File: src/rtl/codec_sport_pkg.sv
package codec_sport_pkg;
    localparam int WORD_W = 16;
    localparam int DEV_W  = 3;
    localparam int IDX_W  = 3;
    localparam int BYTE_W = 8;
    localparam int MDIV_W = 3;
    localparam int SDIV_W = 2;

    typedef enum logic [2:0] {
        KIND_NONE,
        KIND_DAC,
        KIND_WRITE,
        KIND_READ,
        KIND_FORWARD
    } word_kind_e;
endpackage

File: src/rtl/sport_clkgen.sv
module sport_clkgen #(
    parameter int MDIV_W   = 3,
    parameter int SDIV_W   = 2,
    parameter int MDIV_MAX = 5
) (
    input  logic              clk_i,
    input  logic              rst_ni,
    input  logic              run_i,
    input  logic [MDIV_W-1:0] mdiv_code_i,
    input  logic [SDIV_W-1:0] sdiv_code_i,
    output logic              tick_o
);
    localparam int MAX_HALF = MDIV_MAX << ((1 << SDIV_W) - 1);
    localparam int CNT_W    = $clog2(MAX_HALF + 1);

    logic [CNT_W-1:0] cnt_d, cnt_q, half_len;

    always_comb begin
        int unsigned mdiv;
        mdiv = (int'(mdiv_code_i) < MDIV_MAX) ? int'(mdiv_code_i) + 1 : 1;
        half_len = CNT_W'(mdiv << sdiv_code_i);
    end

    always_comb begin
        tick_o = run_i && (cnt_q == half_len - 1'b1);
        if (!run_i || tick_o) cnt_d = '0;
        else                  cnt_d = cnt_q + 1'b1;
    end

    always_ff @(posedge clk_i or negedge rst_ni) begin
        if (!rst_ni) cnt_q <= '0;
        else         cnt_q <= cnt_d;
    end

    assert_cnt_bound_R9: assert property (@(posedge clk_i) disable iff (!rst_ni)
        run_i |-> (cnt_q < half_len));
endmodule

File: src/rtl/sport_regfile.sv
module sport_regfile #(
    parameter int NREGS   = 8,
    parameter int IDX_W   = 3,
    parameter int BYTE_W  = 8,
    parameter int MODE_IX = 0,
    parameter int CLK_IX  = 1
) (
    input  logic              clk_i,
    input  logic              rst_ni,
    input  logic              we_i,
    input  logic [IDX_W-1:0]  waddr_i,
    input  logic [BYTE_W-1:0] wdata_i,
    input  logic [IDX_W-1:0]  rd_a_addr_i,
    output logic [BYTE_W-1:0] rd_a_data_o,
    input  logic [IDX_W-1:0]  rd_b_addr_i,
    output logic [BYTE_W-1:0] rd_b_data_o,
    output logic [1:0]        mode_o,
    output logic [BYTE_W-1:0] clkcfg_o
);
    logic [BYTE_W-1:0] regs_d [NREGS];
    logic [BYTE_W-1:0] regs_q [NREGS];

    for (genvar g = 0; g < NREGS; g++) begin : g_reg
        always_comb begin
            regs_d[g] = regs_q[g];
            if (we_i && (int'(waddr_i) == g)) regs_d[g] = wdata_i;
        end
        always_ff @(posedge clk_i or negedge rst_ni) begin
            if (!rst_ni) regs_q[g] <= '0;
            else         regs_q[g] <= regs_d[g];
        end
    end

    assign rd_a_data_o = regs_q[rd_a_addr_i];
    assign rd_b_data_o = regs_q[rd_b_addr_i];
    assign mode_o      = regs_q[MODE_IX][1:0];
    assign clkcfg_o    = regs_q[CLK_IX];

    assert_write_lands_R5: assert property (@(posedge clk_i) disable iff (!rst_ni)
        we_i |=> (regs_q[$past(waddr_i)] == $past(wdata_i)));
endmodule

File: src/rtl/sport_word_decode.sv
module sport_word_decode
    import codec_sport_pkg::*;
(
    input  logic [WORD_W-1:0] word_i,
    input  logic [1:0]        mode_i,
    input  logic [DEV_W-1:0]  dev_addr_i,
    output word_kind_e        kind_o,
    output logic [IDX_W-1:0]  idx_o,
    output logic [WORD_W-1:0] dac_val_o
);
    localparam int DEV_LO = IDX_W + BYTE_W;
    localparam int RW_BIT = DEV_LO + DEV_W;

    logic ctl_flag, data_only, mixed;

    always_comb begin
        ctl_flag  = word_i[WORD_W-1];
        data_only = mode_i[0] && !mode_i[1];
        mixed     = mode_i[0] && mode_i[1];
        idx_o     = word_i[BYTE_W +: IDX_W];
        dac_val_o = word_i;
        kind_o    = KIND_NONE;
        if (data_only) begin
            kind_o = KIND_DAC;
        end else if (ctl_flag) begin
            if (word_i[DEV_LO +: DEV_W] != dev_addr_i) kind_o = KIND_FORWARD;
            else if (word_i[RW_BIT])                    kind_o = KIND_READ;
            else                                        kind_o = KIND_WRITE;
        end else if (mixed) begin
            kind_o    = KIND_DAC;
            dac_val_o = {word_i[WORD_W-2:0], 1'b0};
        end
    end
endmodule

File: src/rtl/codec_sport.sv
module codec_sport
    import codec_sport_pkg::*;
#(
    parameter int NREGS    = 8,
    parameter int MDIV_MAX = 5
) (
    input  logic              clk_i,
    input  logic              rst_ni,
    input  logic [DEV_W-1:0]  dev_addr_i,
    input  logic [WORD_W-1:0] adc_i,
    input  logic              adc_stb_i,
    output logic [WORD_W-1:0] dac_o,
    output logic              dac_stb_o,
    output logic              reg_wr_stb_o,
    output logic [IDX_W-1:0]  reg_wr_addr_o,
    output logic [BYTE_W-1:0] reg_wr_data_o,
    input  logic [IDX_W-1:0]  reg_rd_addr_i,
    output logic [BYTE_W-1:0] reg_rd_data_o,
    output logic              sclk_o,
    output logic              fs_o,
    input  logic              sdi_i,
    output logic              sdo_o
);
    localparam int SLOT_W = $clog2(WORD_W + 1);
    localparam logic [SLOT_W-1:0] LAST_SLOT = SLOT_W'(WORD_W);
    localparam int MDIV_LO = 2 + SDIV_W;

    typedef struct packed {
        logic              active;
        logic              sclk;
        logic [SLOT_W-1:0] slot;
        logic              rx_bit;
        logic [WORD_W-1:0] shreg;
        logic [WORD_W-1:0] dac;
        logic              dac_stb;
        logic              wr_stb;
        logic [IDX_W-1:0]  wr_idx;
        logic [BYTE_W-1:0] wr_data;
    } port_state_t;

    port_state_t st_d, st_q;

    logic              tick;
    logic [1:0]        mode;
    logic [BYTE_W-1:0] clkcfg;
    logic [BYTE_W-1:0] reply_byte;
    logic [WORD_W-1:0] word_end;
    word_kind_e        kind;
    logic [IDX_W-1:0]  dec_idx;
    logic [WORD_W-1:0] dac_val;
    logic              rf_we;

    assign word_end = {st_q.shreg[WORD_W-2:0], st_q.rx_bit};

    sport_clkgen #(
        .MDIV_W  (MDIV_W),
        .SDIV_W  (SDIV_W),
        .MDIV_MAX(MDIV_MAX)
    ) i_clkgen (
        .clk_i      (clk_i),
        .rst_ni     (rst_ni),
        .run_i      (st_q.active),
        .mdiv_code_i(clkcfg[MDIV_LO +: MDIV_W]),
        .sdiv_code_i(clkcfg[2 +: SDIV_W]),
        .tick_o     (tick)
    );

    sport_regfile #(
        .NREGS (NREGS),
        .IDX_W (IDX_W),
        .BYTE_W(BYTE_W)
    ) i_regfile (
        .clk_i      (clk_i),
        .rst_ni     (rst_ni),
        .we_i       (rf_we),
        .waddr_i    (dec_idx),
        .wdata_i    (word_end[BYTE_W-1:0]),
        .rd_a_addr_i(reg_rd_addr_i),
        .rd_a_data_o(reg_rd_data_o),
        .rd_b_addr_i(dec_idx),
        .rd_b_data_o(reply_byte),
        .mode_o     (mode),
        .clkcfg_o   (clkcfg)
    );

    sport_word_decode i_decode (
        .word_i    (word_end),
        .mode_i    (mode),
        .dev_addr_i(dev_addr_i),
        .kind_o    (kind),
        .idx_o     (dec_idx),
        .dac_val_o (dac_val)
    );

    always_comb begin
        st_d         = st_q;
        st_d.dac_stb = 1'b0;
        st_d.wr_stb  = 1'b0;
        rf_we        = 1'b0;
        if (!st_q.active) begin
            if (adc_stb_i) begin
                st_d.active = 1'b1;
                st_d.sclk   = 1'b0;
                st_d.slot   = '0;
                if (mode == 2'b01)      st_d.shreg = adc_i;
                else if (mode == 2'b11) st_d.shreg = {1'b0, adc_i[WORD_W-1:1]};
            end
        end else if (tick) begin
            if (!st_q.sclk) begin
                st_d.sclk   = 1'b1;
                st_d.rx_bit = sdi_i;
            end else begin
                st_d.sclk = 1'b0;
                if (st_q.slot != '0) st_d.shreg = word_end;
                if (st_q.slot == LAST_SLOT) begin
                    st_d.slot   = '0;
                    st_d.active = 1'b0;
                    unique case (kind)
                        KIND_WRITE: begin
                            rf_we        = 1'b1;
                            st_d.wr_stb  = 1'b1;
                            st_d.wr_idx  = dec_idx;
                            st_d.wr_data = word_end[BYTE_W-1:0];
                        end
                        KIND_READ: begin
                            st_d.shreg  = {word_end[WORD_W-1:BYTE_W], reply_byte};
                            st_d.active = 1'b1;
                        end
                        KIND_FORWARD: st_d.active = 1'b1;
                        KIND_DAC: begin
                            st_d.dac     = dac_val;
                            st_d.dac_stb = 1'b1;
                        end
                        default: ;
                    endcase
                end else begin
                    st_d.slot = st_q.slot + 1'b1;
                end
            end
        end
    end

    always_ff @(posedge clk_i or negedge rst_ni) begin
        if (!rst_ni) st_q <= '0;
        else         st_q <= st_d;
    end

    assign sclk_o        = st_q.sclk;
    assign fs_o          = st_q.active && (st_q.slot == '0);
    assign sdo_o         = st_q.active && (st_q.slot != '0) && st_q.shreg[WORD_W-1];
    assign dac_o         = st_q.dac;
    assign dac_stb_o     = st_q.dac_stb;
    assign reg_wr_stb_o  = st_q.wr_stb;
    assign reg_wr_addr_o = st_q.wr_idx;
    assign reg_wr_data_o = st_q.wr_data;

    assert_sclk_hold_R9: assert property (@(posedge clk_i) disable iff (!rst_ni)
        (st_q.active && !tick) |=> $stable(sclk_o));
    assert_fs_starts_low_R3: assert property (@(posedge clk_i) disable iff (!rst_ni)
        $rose(fs_o) |-> !sclk_o);
    assert_dac_needs_mode_R8: assert property (@(posedge clk_i) disable iff (!rst_ni)
        dac_stb_o |-> mode[0]);
    assert_strobe_exclusive_R5: assert property (@(posedge clk_i) disable iff (!rst_ni)
        $onehot0({dac_stb_o, reg_wr_stb_o}));
    assert_idle_quiet_R3: assert property (@(posedge clk_i) disable iff (!rst_ni)
        !st_q.active |-> (!sclk_o && !fs_o && !sdo_o));
endmodule

File: config.mk
export PLATFORM = sky130hd
export DESIGN_NAME = codec_sport
export DESIGN_NICKNAME = d
export VERILOG_FILES = /design/src/rtl/codec_sport_pkg.sv /design/src/rtl/sport_clkgen.sv /design/src/rtl/sport_regfile.sv /design/src/rtl/sport_word_decode.sv /design/src/rtl/codec_sport.sv
export SDC_FILE = /design/constraint.sdc
export NUM_CORES = 1
export LEC_CHECK = 0
export ABC_AREA = 1
export BUFFER_PORTS_ARGS = -buffer_cell sky130_fd_sc_hd__buf_2
export CAP_MARGIN = 40
export CORE_UTILIZATION = 55
export DETAILED_ROUTE_END_ITERATION = 10
export MAX_ROUTING_LAYER = met4
export PLACE_DENSITY = 0.79
export SYNTH_ARGS = -nofsm -noshare
export SYNTH_HDL_FRONTEND = slang
export SYNTH_SLANG_ARGS = --single-unit
File: constraint.sdc
create_clock -name clk_i -period 2.6 [get_ports clk_i]
set_input_delay 0.78 -clock clk_i [delete_from_list [all_inputs] [get_ports clk_i]]
set_output_delay 0.78 -clock clk_i [all_outputs]
set_load 0.01 [all_outputs]
==> impl_results.md <==
- Outcome: finished, violations left
- Failing checks: negative setup slack
- Arr. time, crit path: 3.13 ns
- Congestion Overflow GR: 0
- Worst slew pin tran: 0.636 ns
- Placed Cells: 1345
- Tmin final: 2.81 ns
- WL final: 26800 µm
- Synth Area per Inst: 7.14 µm²
- Post-Layout Cell Count: 1398
- Crit Path Max Fanout: 8
- Cell Area, Synth: 8020 µm²
- Vias in the first global route: 7695
- Initial antenna violation count: 0
- Clk_skew: 0.00860 ns
- DRT antenna net count: 0
- Sequential power share: 30.1%
- Yosys warning count: 0
- # fillers: 1043
- Top Family by Delay on Critical Path: simple AND/OR/NAND/NOR gates
- Most used cell, CP: nand2_2
- Sequential-to-total area share from yosys stat: 38.4%
- Synth top cells by count: nand2_1, dfrtp_1, inv_1, nand4_1, nor2_1
- CTS H-tree depth: 4
- Crit-path slowest cell: dfrtp_2
- Global-route wire length before repair: 39700 µm
- Fin. max-slew vios: 0
- CTS max path bufs: 2
- Internal power: 4.50 mW
- CTS Buf Count: 17
- Initial Util: 57.1%
- DIE AREA: 15100 µm²
- Logic pwr share: 38.0%
- DRC Markers: 0
- RSZ-0062 raised after global routing: true
- Leading area contributor after synthesis: dfrtp_1
- Tcrit/Tclk final: 108%
- Synth area leaders: dfrtp_1, nand2_1, nand4_1, inv_1, o21ai_0
- Most common cell in the netlist: nand2_1
- Switching Share: 39.5%
- Crit start category: flip-flop
- Clock latency on the worst-skew pair: 0.43 ns
- Area growth syn-to-layout: 26.2%
- Final nets: 1236
- Placer Congestion: 0.970
- Max frequency: 0.356 GHz
- Max-Cap Viols: 0
- Via density: 6.27
- Via Count: 8767
- Post-synth EDFFs: 0
- Top FF cell, synth: dfrtp_1
- 1st-iter DRT viols: 1066
- Worst Setup Slack, final: -0.210 ns
- Clk sinks: 123
- Port bufs: 65
- Antenna diodes: 0
- Slew headroom: 57.6%
- Clock share of power: 32.0%
- CP bufs+invs: 1
- Die Width: 123 µm
- Total Routing Usage GR: 36.0%
- Clock transition at the registers of the reported paths: 0.05 ns
- Layout cells sized above 1: 27.3%
- Area share of the largest cell type after synthesis: 38.4%
- Post-DR wirelength/cell: 19.2 µm
- WS Path Type: reg -> reg
- Final setup viols: 123
- Post-CTS Hold Fix Bufs: 0
- Synthesized net count: 1155
- Synth unique cells: 39
- CTS tree: built
- Power Total: 7.44 mW
- Pwr dens: 734 nW/µm²
- IO Pins: 66
- Largest net degree at the start of global routing: 47
- Seq cells post-synth: 123
- Min-delay worst type: in -> async
- Row cnt: 43
- Pre-Repair DR Iteration Count: 7
- Required time worst endpoint: 2.92 ns
- P_sw: 2.94 mW
- Synth async-reset ratio: 100%
- Maximum vdd drop: 0.477 mV
- Slowest stage delay, CP: 0.45 ns
- Hpwl dp: 16200 µm
- Root buffer cell: clkbuf_16
- CORE AREA: 14000 µm²
- Die Ht: 123 µm
- CP endpoint kind: flip-flop
- Final Hold Fails: 0
- Leak Pwr: 5.19 nW
- Crit path cell chain: ha_4 > nand3_2 > nand2_1 > nand2_2 > ha_4 > xor2_1 > o21ai_1 > a21oi_2 > nand2_2 > nor2_8 > buf_6 > nand2_8 > nor2_4 > nand4_4 > nand2_2 > nand2_1
- Post-Synthesis Cells: 1124
==> flip-flops by register name, indices dropped and copies added (netlist names) <==
register            flops
i_clkgen.cnt_q          6
sclk_o                  1
dac_stb_o               1
reg_wr_stb_o            1
reg_wr_addr_o           3
st_q                   23
i_regfile.regs_q       54
i_regfile.clkcfg_o      8
i_regfile.mode_o        2
dac_o                  16
reg_wr_data_o           8
==> routing by layer <==
metal	vias up	global-route usage [%]	part of all wire [%]
li1	3880	-	-
met1	4108	47.8	38
met2	658	51.9	45
met3	121	9.20	12
met4	0	15.8	4.1
met5	-	-	0
==> worst reg2reg max path: stages (launching register included) <==
cell and delay (ns):
dfrtp_2 0.45, ha_4 0.28, nand3_2 0.08, nand2_1 0.09
nand2_2 0.08, ha_4 0.27, xor2_1 0.12, o21ai_1 0.09
a21oi_2 0.13, nand2_2 0.11, nor2_8 0.16, buf_6 0.13
nand2_8 0.06, nor2_4 0.21, nand4_4 0.23, nand2_2 0.13
nand2_1 0.06
==> power by group through the flow <==
stage                     combinational [mW]  sequential [mW]  clock (mW)
after floorplan                         1.54             2.15           0
after global placement                  2.27             2.24           0
after detailed placement                2.30             2.25           0
after CTS                               2.49             2.22        2.37
after global routing                    3.03             2.24        2.46
final                                   2.82             2.23        2.38
==> final cells by class <==
cell class,instances,area (µm²),area share [%]
repair buffers,158,1420,14.0
clock buffers,22,474,4.68
multi-input cells,804,4410,43.5
flip-flops and latches,123,3080,30.4
well taps,180,225,2.22
inverters,101,402,3.97
clock inverters,10,116,1.15
==> logic make-up (layout without fill, tap and decap cells) <==
logic type	after synthesis	in the layout	synth area share (%)
xor gates and xnor gates	8	8	0.874
DFF	123	123	38.4
buffers and inverters	198	291	11.6
adders and majority gates	5	5	0.780
AOI/OAI and AO/OA	180	180	13.1
and+or+nand+nor	610	611	35.2
==> path summary, 6_finish.rpt <==
check | start | endpoint | slack [ns] | depth (start not counted)
max in group asynchronous | rst_ni | i_regfile.clkcfg_o[5]$_DFFE_PN0P_ | 1.63 | 2
min reg2reg | i_regfile.regs_q[28]$_DFFE_PN0P_ | i_regfile.regs_q[28]$_DFFE_PN0P_ | 0.47 | 2
min | rst_ni | st_q[39]$_DFFE_PN0P_ | 0.32 | 1
max | i_regfile.clkcfg_o[4]$_DFFE_PN0P_ | i_regfile.regs_q[47]$_DFFE_PN0P_ | -0.21 | 16
max reg2reg | i_regfile.clkcfg_o[4]$_DFFE_PN0P_ | i_regfile.regs_q[47]$_DFFE_PN0P_ | -0.21 | 16
min in group clk_i | i_regfile.regs_q[28]$_DFFE_PN0P_ | i_regfile.regs_q[28]$_DFFE_PN0P_ | 0.47 | 2
==> layout by cell type, fill, tap and decap left out, drive strengths merged, types with 2 or more instances in the layout <==
cell type / n
a211oi: 6
a21oi: 44
a31oi: 10
buf: 152
bufinv: 2
clkbuf: 27
clkinv: 3
clkinvlp: 6
dfrtp: 123
ha: 5
inv: 100
nand2: 365
nand3: 49
nand4: 99
nor2: 92
nor3b: 2
o2111ai: 7
o211ai: 8
o21ai: 95
o22ai: 9
or2: 2
xnor2: 2
xor2: 6
==> per-stage QoR <==
step	area (µm²)	util [%]	setup TNS (ns)	hold WS (ns)	setup slack, ns
finish	10100	72.1	-17.73	0.316	-0.210
CTS	9640	68.6	-3.81	0.324	-0.0885
detailed placement	8740	62.2	-9.04	0.458	-0.128
global route	10100	72.1	-31.86	0.345	-0.342
floorplan	8060	-	0	0.442	0.00751
global placement	8740	62.2	-3.58	0.454	-0.0776
==> repair_timing <==
item / 4_1_cts / 5_1_grt
gates resized for setup: 40 / 103
gates cloned: 4 / 6
setup endpoints to repair: 119 / 131
hold endpoints to repair: 0 / 0
setup buffers: 9 / 4
pin swaps: 28 / 52
(Power assumes the default switching activity.)
